$ cat config.mk
export PLATFORM = sky130hd
export DESIGN_NAME = cmpxchg_unit
export DESIGN_NICKNAME = d
export VERILOG_FILES = /design/src/rtl/cmpxchg_pkg.sv /design/src/rtl/cmpxchg_lane.sv /design/src/rtl/cmpxchg_flags.sv /design/src/rtl/cmpxchg_unit.sv
export SDC_FILE = /design/constraint.sdc
export NUM_CORES = 1
export LEC_CHECK = 0
export BUFFER_PORTS_ARGS = -buffer_cell sky130_fd_sc_hd__buf_2
export CORE_ASPECT_RATIO = 0.75
export CORE_MARGIN = 3
export CORE_UTILIZATION = 35
export CTS_BUF_LIST = sky130_fd_sc_hd__clkbuf_4
export DETAILED_ROUTE_END_ITERATION = 12
export MAX_ROUTING_LAYER = met4
export SLEW_MARGIN = 20
export SYNTH_ARGS = -nofsm -noshare
export SYNTH_HDL_FRONTEND = slang
export SYNTH_HIERARCHICAL = 1
export SYNTH_SLANG_ARGS = --single-unit
$ cat constraint.sdc
create_clock -name clk -period 6 [get_ports clk]
set_input_delay 0.3 -clock clk [delete_from_list [all_inputs] [get_ports clk]]
set_output_delay 0.3 -clock clk [all_outputs]
set_load 0.01 [all_outputs]
$ cat src/rtl/cmpxchg_pkg.sv
package cmpxchg_pkg;
    localparam int DATA_W = 32;

    typedef enum logic [2:0] {
        S_IDLE, S_READ, S_EVAL, S_WRITE, S_FIN
    } state_e;

    typedef struct packed {
        logic of_f;
        logic sf_f;
        logic zf_f;
        logic af_f;
        logic pf_f;
        logic cf_f;
    } flags_t;

    function automatic logic [DATA_W-1:0] width_mask(input logic [1:0] sz);
        case (sz)
            2'd0:    width_mask = DATA_W'(32'h0000_00FF);
            2'd1:    width_mask = DATA_W'(32'h0000_FFFF);
            default: width_mask = '1;
        endcase
    endfunction

    function automatic logic [DATA_W-1:0] merge_low(input logic [DATA_W-1:0] base,
                                                    input logic [DATA_W-1:0] low,
                                                    input logic [1:0] sz);
        logic [DATA_W-1:0] m;
        m = width_mask(sz);
        merge_low = (base & ~m) | (low & m);
    endfunction
endpackage

$ cat src/rtl/cmpxchg_lane.sv
module cmpxchg_lane
    import cmpxchg_pkg::*;
(
    input  logic [1:0]        size,
    input  logic [DATA_W-1:0] acc,
    input  logic [DATA_W-1:0] dst,
    output logic [DATA_W-1:0] acc_m,
    output logic [DATA_W-1:0] dst_m,
    output logic              equal
);
    logic [DATA_W-1:0] mask;
    always_comb begin
        mask  = width_mask(size);
        acc_m = acc & mask;
        dst_m = dst & mask;
        equal = (acc_m == dst_m);
    end
endmodule

$ cat src/rtl/cmpxchg_flags.sv
module cmpxchg_flags
    import cmpxchg_pkg::*;
(
    input  logic [1:0]        size,
    input  logic [DATA_W-1:0] a,
    input  logic [DATA_W-1:0] b,
    output flags_t            flags
);
    localparam int TOP8  = 7;
    localparam int TOP16 = 15;
    localparam int TOP32 = DATA_W - 1;

    logic [DATA_W-1:0] diff;
    logic [DATA_W-1:0] res;
    int unsigned       top;

    always_comb begin
        case (size)
            2'd0:    top = TOP8;
            2'd1:    top = TOP16;
            default: top = TOP32;
        endcase
        diff       = a - b;
        res        = diff & width_mask(size);
        flags.cf_f = (a < b);
        flags.zf_f = (res == '0);
        flags.sf_f = res[top];
        flags.of_f = (a[top] ^ b[top]) & (res[top] ^ a[top]);
        flags.pf_f = ~^res[7:0];
        flags.af_f = a[4] ^ b[4] ^ res[4];
    end
endmodule

$ cat src/rtl/cmpxchg_unit.sv
module cmpxchg_unit
    import cmpxchg_pkg::*;
#(
    parameter int REG_COST = 6,
    parameter int MEM_COST = 10,
    localparam int COST_W  = $clog2(MEM_COST + 1)
) (
    input  logic              clk,
    input  logic              rst_n,
    input  logic              start_i,
    input  logic [1:0]        size_i,
    input  logic              mem_mode_i,
    input  logic [DATA_W-1:0] acc_i,
    input  logic [DATA_W-1:0] src_i,
    input  logic [DATA_W-1:0] rdst_i,
    output logic              mem_req_o,
    output logic              mem_we_o,
    output logic [1:0]        mem_size_o,
    output logic [DATA_W-1:0] mem_wdata_o,
    input  logic              mem_ack_i,
    input  logic [DATA_W-1:0] mem_rdata_i,
    input  logic              mem_fault_i,
    output logic              busy_o,
    output logic              done_o,
    output logic              abort_o,
    output logic              acc_wr_o,
    output logic [DATA_W-1:0] acc_o,
    output logic              dst_wr_o,
    output logic [DATA_W-1:0] dst_o,
    output logic              flags_wr_o,
    output logic [5:0]        flags_o,
    output logic [COST_W-1:0] cycles_o
);
    state_e            state_q, state_d;
    logic              mode_q;
    logic [1:0]        size_q;
    logic [DATA_W-1:0] acc_q, src_q, rdst_q, dst_q;
    logic [DATA_W-1:0] acc_m, dst_m;
    logic              match;
    flags_t            flags_c, flags_q;

    cmpxchg_lane u_lane (
        .size(size_q), .acc(acc_q), .dst(dst_q),
        .acc_m(acc_m), .dst_m(dst_m), .equal(match)
    );

    cmpxchg_flags u_flags (
        .size(size_q), .a(acc_m), .b(dst_m), .flags(flags_c)
    );

    // next-state logic
    always_comb begin
        state_d = state_q;
        unique case (state_q)
            S_IDLE:  if (start_i) state_d = mem_mode_i ? S_READ : S_EVAL;
            S_READ:  if (mem_ack_i) state_d = mem_fault_i ? S_FIN : S_EVAL;
            S_EVAL:  state_d = (match && mode_q) ? S_WRITE : S_FIN;
            S_WRITE: if (mem_ack_i) state_d = S_FIN;
            S_FIN:   state_d = S_IDLE;
            default: state_d = S_IDLE;
        endcase
    end

    // state register
    always_ff @(posedge clk or negedge rst_n) begin
        if (!rst_n) state_q <= S_IDLE;
        else        state_q <= state_d;
    end

    // operand capture and result registers
    always_ff @(posedge clk or negedge rst_n) begin
        if (!rst_n) begin
            mode_q     <= 1'b0;
            size_q     <= '0;
            acc_q      <= '0;
            src_q      <= '0;
            rdst_q     <= '0;
            dst_q      <= '0;
            flags_q    <= '0;
            abort_o    <= 1'b0;
            acc_wr_o   <= 1'b0;
            acc_o      <= '0;
            dst_wr_o   <= 1'b0;
            dst_o      <= '0;
            flags_wr_o <= 1'b0;
            cycles_o   <= '0;
        end else begin
            unique case (state_q)
                S_IDLE: if (start_i) begin
                    mode_q     <= mem_mode_i;
                    size_q     <= size_i;
                    acc_q      <= acc_i;
                    src_q      <= src_i;
                    rdst_q     <= rdst_i;
                    dst_q      <= rdst_i;
                    abort_o    <= 1'b0;
                    acc_wr_o   <= 1'b0;
                    dst_wr_o   <= 1'b0;
                    flags_wr_o <= 1'b0;
                    cycles_o   <= '0;
                end
                S_READ: if (mem_ack_i) begin
                    if (mem_fault_i) abort_o <= 1'b1;
                    else             dst_q   <= mem_rdata_i;
                end
                S_EVAL: begin
                    flags_q <= flags_c;
                    acc_o   <= merge_low(acc_q, dst_q, size_q);
                    dst_o   <= merge_low(rdst_q, src_q, size_q);
                    if (!(match && mode_q)) begin
                        acc_wr_o   <= !match;
                        dst_wr_o   <= match && !mode_q;
                        flags_wr_o <= 1'b1;
                        cycles_o   <= mode_q ? COST_W'(MEM_COST) : COST_W'(REG_COST);
                    end
                end
                S_WRITE: if (mem_ack_i) begin
                    if (mem_fault_i) begin
                        abort_o <= 1'b1;
                    end else begin
                        flags_wr_o <= 1'b1;
                        cycles_o   <= COST_W'(MEM_COST);
                    end
                end
                S_FIN: ;
                default: ;
            endcase
        end
    end

    assign busy_o      = (state_q != S_IDLE);
    assign done_o      = (state_q == S_FIN);
    assign mem_req_o   = (state_q == S_READ) || (state_q == S_WRITE);
    assign mem_we_o    = (state_q == S_WRITE);
    assign mem_size_o  = size_q;
    assign mem_wdata_o = src_q & width_mask(size_q);
    assign flags_o     = flags_q;


    done_pulse_chk: assert property (@(posedge clk) disable iff (!rst_n)
        done_o |=> !done_o);


    abort_quiet_chk: assert property (@(posedge clk) disable iff (!rst_n)
        (done_o && abort_o) |-> (!flags_wr_o && !acc_wr_o && !dst_wr_o && cycles_o == '0));


    req_hold_chk: assert property (@(posedge clk) disable iff (!rst_n)
        (mem_req_o && !mem_ack_i) |=> (mem_req_o && $stable(mem_we_o)));


    flags_on_success_chk: assert property (@(posedge clk) disable iff (!rst_n)
        (done_o && !abort_o) |-> flags_wr_o);


    one_side_chk: assert property (@(posedge clk) disable iff (!rst_n)
        done_o |-> !(acc_wr_o && dst_wr_o));


    busy_hold_chk: assert property (@(posedge clk) disable iff (!rst_n)
        (busy_o && !done_o) |=> busy_o);
endmodule

==> results of run 1 <==
cell usage after synthesis, drive strengths merged, types with 11 or more instances:
master,number
dfrtp,202
mux2,155
nand2,151
o21ai,74
a21oi,62
inv,51
and2,49
buf,45
ha,37
clkbuf,36
xor2,35
nor2,29
mux2i,26
nor2b,21
nand2b,16
a211oi,13
xnor2,13
nand3,12
o211ai,11
metal layers:
layer / track usage, % / routed length, µm / up-vias
li1: - / - / 4807
met1: 29.37 / 18090 / 4811
met2: 30.33 / 16110 / 324
met3: 4.287 / 2212 / 65
met4: 5.148 / 741 / 0
met5: - / 0 / -
power by group through the flow:
stage | logic (W) | clock network [W] | registers [W]
2_1_floorplan | 0.00475 | 0 | 0.00257
6_report | 0.00644 | 0.00113 | 0.00267
4_1_cts | 0.00641 | 0.00117 | 0.00267
3_5_place_dp | 0.00628 | 0 | 0.00270
5_1_grt | 0.00709 | 0.00125 | 0.00278
3_3_place_gp | 0.00622 | 0 | 0.00267
final timing paths:
kind,end,cells after the start,slack (ns)
setup reg to reg,flags_o[3],14,1.86
hold / removal,src_q[4],2,0.28
min in group clk,src_q[5],3,0.38
max in group asynchronous,mem_size_o[1],3,4.33
setup / recovery,flags_o[3],14,1.86
hold reg to reg,dst_o[12],2,0.47
sequential cells by signal, indices dropped and copies added (netlist names), 2 cells and up:
signal and flops:
acc_o 32, acc_q 32, dst_o 32, dst_q 32, src_q 32, rdst_q 24
flags_o 6, cycles_o 3, state_q 3, mem_size_o 2
worst reg2reg max path, delay by kind of cell (launching register included):
kind	cells	cell delay, ns
AO/OA/AOI/OAI	5	1.36
adder cells (fa/ha/maj)	1	0.49
flip-flops	1	0.41
AND/OR/NAND/NOR	8	1.82
cells in the final DEF (no fill, tap or decap), drive strengths merged, types with 3 or more instances in the layout:
master	netlist	layout
nor3b	6	6
nand3b	3	3
o211ai	11	11
nor3	6	6
mux2	155	155
inv	51	53
buf	45	260
xnor2	13	13
or4	3	3
nand3	12	12
ha	37	37
nor2	29	29
o21ai	74	74
nor2b	21	21
nor4	5	5
a21oi	62	62
nand2b	16	16
nand2	151	151
clkinv	0	16
a31oi	4	4
and2	49	49
o21bai	6	6
clkbuf	36	72
mux2i	26	26
a21o	9	9
dlygate4sd3	0	136
nand4	8	8
a211oi	13	13
a2111oi	7	7
a21boi	4	4
xor2	35	35
dfrtp	202	202
or3	5	5
o21a	10	10
o22ai	4	4
per-stage QoR:
step	hold slack (ns)	setup slack, ns	instances	util, %
2_1_floorplan	0.004409	2.572	1160	-
3_3_place_gp	0.4531	2.030	1790	40.06
3_5_place_dp	0.4569	1.943	1790	40.06
4_1_cts	0.2725	1.911	2015	45.88
5_1_grt	0.3215	1.529	2017	45.90
6_report	0.2789	1.861	2017	45.90
logic make-up after synthesis:
kind of cell | Yosys count | synth area share (%)
buffers and inverters | 132 | 5.579
and+or+nand+nor | 326 | 13.47
other | 1 | 0.03108
muxes | 181 | 18.71
DFF | 202 | 41.89
adders and majority gates | 38 | 4.002
AOI/OAI and AO/OA | 232 | 12.84
xor gates and xnor gates | 48 | 3.484
layout make-up:
| cell class | count | area [µm²] |
|---|---|---|
| flip-flops and latches | 202 | 5056 |
| multi-input cells | 826 | 6365 |
| clock buffers | 71 | 533.0 |
| well taps | 450 | 563.0 |
| inverters | 51 | 191.4 |
| repair buffers | 397 | 2704 |
| fillers | 3183 | 18260 |
| diodes | 2 | 5.005 |
| clock inverters | 18 | 70.07 |
timing repair:
item	4_1_cts	5_1_grt
endpoints found under the hold margin	236	0
hold buffers	136	0
resized for setup	0	0
==> results.txt, run 1 <==
Drt initial violations = 551
DP HPWL = 26050 µm
Leak = 7.462 nW
Worst slew margin = 27.32%
Max clock buf depth = 3
Total CTS buffers = 48
Routed wire per std cell = 18.42 µm
EDFF count, synth = 0
Max-cap viol count = 0
Crit Path Max Fanout = 17
CTS sink cnt = 202
Final ANT Viol Nets = 0
Worst reg2reg path startpoint = mem_size_o[1]
Seq cells post-synth = 202
Top FF cell, synth = dfrtp_1
Critical Path Start Type = flop
RSZ-0062 raised after global routing = false
Synth top area cells = dfrtp_1 (42%), mux2_4 (8.3%), mux2_2 (8.1%)
Status = finished, final reports clean
Maximum vdd drop = 0.0002788 V
Final nets = 1700
Clk pwr share = 11.0%
Critical path capture point type = flop
Critical path class = reg -> reg
Cell Area, Synth = 0.01207 mm²
Cell family with most CP delay = simple AND/OR/NAND/NOR gates
Vias in the first global route = 10360
Layout Skew = 0.04637 ns
Max stage delay on crit path = 0.83 ns
WP data required = 6.61 ns
Final hold violations = 0
Die height = 166.8 µm
Yosys top cell area share = 41.89%
P_sw = 0.004746 W
Final setup viols = 0
Slew @ Worst Pin = 1.086 ns
Root Buffer = clkbuf_4
Yosys top cell by area = dfrtp_1
CP cell instances = nor2_1 > nor2b_1 > ha_1 > and4_1 > nand2_1 > a2111oi_2 > nor2_2 > a211oi_1 > o21ai_1 > a221oi_1 > nand4b_1 > o32ai_1 > nand2_1 > nand2_1
Internal power = 0.005495 W
CP most frequent cell = nand2_1
Syn Inst Count = 1160
Tot Pwr = 0.01024 W
Final Slew Violations = 0
Die Wd = 220.4 µm
Clk slew on worst S/H paths = 0.08 ns
Sequential share of the synthesized area = 41.89%
Placed inst area = 0.01352 mm²
Setup TNS = 0 ns
Num ports = 252
P per Cell Area = 661.3 mW/mm²
Combinational share of power = 62.9%
P&R area growth vs syn = 28.35%
Post-CTS Setup Inserts = 0
Achievable frequency = 241.6 MHz
Vias per std cell = 4.961
Final worst-path cycle share = 68.99%
Die Area = 0.03676 mm²
Number of antenna violations at the first check in global routing = 2
Worst-Skew Late Latency = 0.69 ns
Register share of total power = 26.1%
Starting Density = 35.76%
Row cnt = 58
Syn nets = 1334
Cell variety after synth = 82
Syn. warnings = 6
Largest net degree at the start of global routing = 111
Detailed Route WL = 37160 µm
# H-tree levels = 2
Tmin final = 4.139 ns
Slowest-stage cell, CP = nor2_1
Worst Setup SP = mem_size_o[1]
Port bufs = 250
Share of layout cells above drive strength 1 = 33.35%
Vias = 10010
Drt drc = 0
Overflow after GRT = 0
GPL Wtd Cong = 0.9368
Drt pass-1 iters = 5
WP buf/inv = 0
Sw frac = 46.34%
CP arrival = 4.75 ns
Core area = 0.03374 mm²
Ys async rst share = 100.0%
Global-route wire length before repair = 58900 µm
Tot GR Track Use = 20.74%
Worst hold path type = in -> async
Syn avg cell area = 10.40 µm²
CTS tree = done
Finished Cell Area = 0.01549 mm²
(Power assumes the default switching activity.)
==> run 2: changes to the inputs <==
- clock period: 6 -> 3.9 ns (I/O delays scaled with it)
==> run 2 against run 1 <==
Compared with the run above:
- fmax grew 17%
- final cell count up 0.25%
- global-route usage shrank 0.37 points
- worst hold slack worse by 0.099 ns
- flip-flop and latch count unchanged
- largest cell class unchanged
==> results.txt, run 2 (same netlist as run 1, synthesis figures left out) <==
Die Wd = 220.4 µm (unchanged)
Detailed Route WL = 37090 µm (-0.20%)
Most common cell after layout, fill and taps aside = buf_2
Final hold violations = 0 (unchanged)
Leak = 7.542 nW (+1.1%)
Drt initial violations = 634 (+15%)
Global-route wire length before repair = 57620 µm (-2.2%)
RSZ-0062 raised after global routing = false
Tot GR Track Use = 20.37% (-0.37 points)
Hold_buf cts = 137 (+0.74%)
Worst hold path type = in -> async
Final setup viols = 0 (unchanged)
Root Buffer = clkbuf_4
CTS tree = done
Num ports = 252 (unchanged)
P&R area growth vs syn = 29.72%
Internal power = 0.008751 W (+59%)
Drt pass-1 iters = 5 (unchanged)
Share of layout cells above drive strength 1 = 33.67% (+0.32 points)
Final worst-path cycle share = 90.96% (+22 points)
Post-CTS Setup Inserts = 0 (unchanged)
Drt drc = 0 (unchanged)
P per Cell Area = 1025 mW/mm² (+55%)
Worst slew margin = 32.64% (+5.3 points)
CTS sink cnt = 202 (unchanged)
Die height = 166.8 µm (unchanged)
Status = finished, final reports clean
Starting Density = 35.76% (unchanged)
Layout Skew = 0.05570 ns (+0.009333 ns)
Final ANT Viol Nets = 0 (unchanged)
Sw frac = 45.47% (-0.88 points)
Critical path capture point type = flop
Max clock buf depth = 3 (unchanged)
DP HPWL = 26220 µm (+0.68%)
Routed wire per std cell = 18.34 µm (-0.45%)
GPL Wtd Cong = 0.8989 (-4.0%)
Die Area = 0.03676 mm² (unchanged)
# H-tree levels = 2 (unchanged)
Final Slew Violations = 0 (unchanged)
Vias = 10060 (+0.52%)
Critical path class = reg -> reg
Core area = 0.03374 mm² (unchanged)
Number of antenna violations at the first check in global routing = 1 (-1)
Max-cap viol count = 0 (unchanged)
Worst-Skew Late Latency = 0.71 ns (+0.02 ns)
Final nets = 1716 (+0.94%)
Largest net degree at the start of global routing = 114 (+2.7%)
Combinational share of power = 62.7% (-0.2 points)
P_sw = 0.007296 W (+54%)
Overflow after GRT = 0 (unchanged)
Fin Hold WS = 0.1804 ns (-0.09853 ns)
Port bufs = 250 (unchanged)
Vias per std cell = 4.975 (+0.27%)
Row cnt = 58 (unchanged)
Vias in the first global route = 10230 (-1.2%)
Register share of total power = 25.6% (-0.5 points)
Tmin final = 3.547 ns (-0.5917 ns)
Post-cts resize count = 0 (unchanged)
Crit Path Max Fanout = 6 (-11)
CP arrival = 4.18 ns (-0.57 ns)
Maximum vdd drop = 0.0004125 V (+48%)
R2r setup slk = 0.35 ns (-1.51 ns)
WP data required = 4.53 ns (-2.08 ns)
Clk slew on worst S/H paths = 0.07 ns (about the same)
Achievable frequency = 281.9 MHz (+17%)
Clk pwr share = 11.7% (+0.7 points)
Critical Path Start Type = flop
Most frequent cells in the layout = buf_2 (249), dfrtp_1 (201), nand2_1 (151)
Setup TNS = 0 ns (unchanged)
Slew @ Worst Pin = 1.010 ns (-0.07586 ns)
Total CTS buffers = 52 (+8.3%)
run 2: cell types whose count changed in the layout (fill, tap and decap cells not counted), sizes merged:
cell         change
diode            -1
dlygate4sd3      +1
bufinv           +3
clkinv           -2
clkbuf           -5
buf             +11
inv              -2
run 2: layer usage:
metal	part of all wire (%)	track usage, %
met5	0	-
met4	1.7	4.868
met3	5.8	3.721
met2	43	29.51
met1	50	29.48
run 2: area by class of cell:
cell class,instances,area [µm²]
fillers,3178,18090
multi-input cells,826,6365
flip-flops and latches,202,5056
repair buffers,409,2834
well taps,450,563.0
clock buffers,66,495.5
inverters,51,191.4
clock inverters,17,145.1
diodes,1,2.502
run 2: final timing paths:
| path | from | endpoint | cells after the start |
|---|---|---|---|
| worst max-delay path | acc_q[0] | flags_o[3] | 19 |
| worst min-delay path | rst_n | src_q[24] | 2 |
| worst max register to register | acc_q[0] | flags_o[3] | 19 |
| worst min register to register | dst_o[5] | dst_o[5] | 2 |
| max in group asynchronous | rst_n | src_q[7] | 3 |
| min in group clk | src_i[0] | src_q[0] | 3 |
run 2: stage by stage:
stage | instances | area (µm²) | utilization, % | power (W) | worst slack, ns
3_3_place_gp | 1801 | 13640 | 40.42 | 0.01389 | 0.4789
2_1_floorplan | 1160 | 12070 | - | 0.01127 | 0.4716
6_report | 2022 | 15650 | 46.38 | 0.01605 | 0.3525
5_1_grt | 2022 | 15650 | 46.38 | 0.01738 | 0.01276
4_1_cts | 2021 | 15650 | 46.38 | 0.01612 | 0.3338
3_5_place_dp | 1801 | 13640 | 40.42 | 0.01398 | 0.3547
run 2: worst max-delay path, cell delays in order (launching register included):
cell and delay (ns):
dfrtp_1 0.39, inv_1 0.08, ha_1 0.21, fa_1 0.40, and2b_1 0.25, o211ai_2 0.16
nand2b_1 0.12, a21oi_1 0.08, xor2_1 0.15, ha_1 0.16, nand4_1 0.13, a311oi_1 0.26
and3_1 0.19, o211ai_1 0.09, a211oi_1 0.20, nand4_1 0.12, nand4b_1 0.19, o32ai_1 0.14
nand2_1 0.08, nand2_1 0.09
run 2: power by group through the flow:
stage	Combinational, W	Clock [W]	Sequential (W)
6_report	0.0101	0.00188	0.00410
5_1_grt	0.0111	0.00207	0.00424
4_1_cts	0.0101	0.00196	0.00410
3_5_place_dp	0.00985	0	0.00413
3_3_place_gp	0.00979	0	0.00410
2_1_floorplan	0.00730	0	0.00396
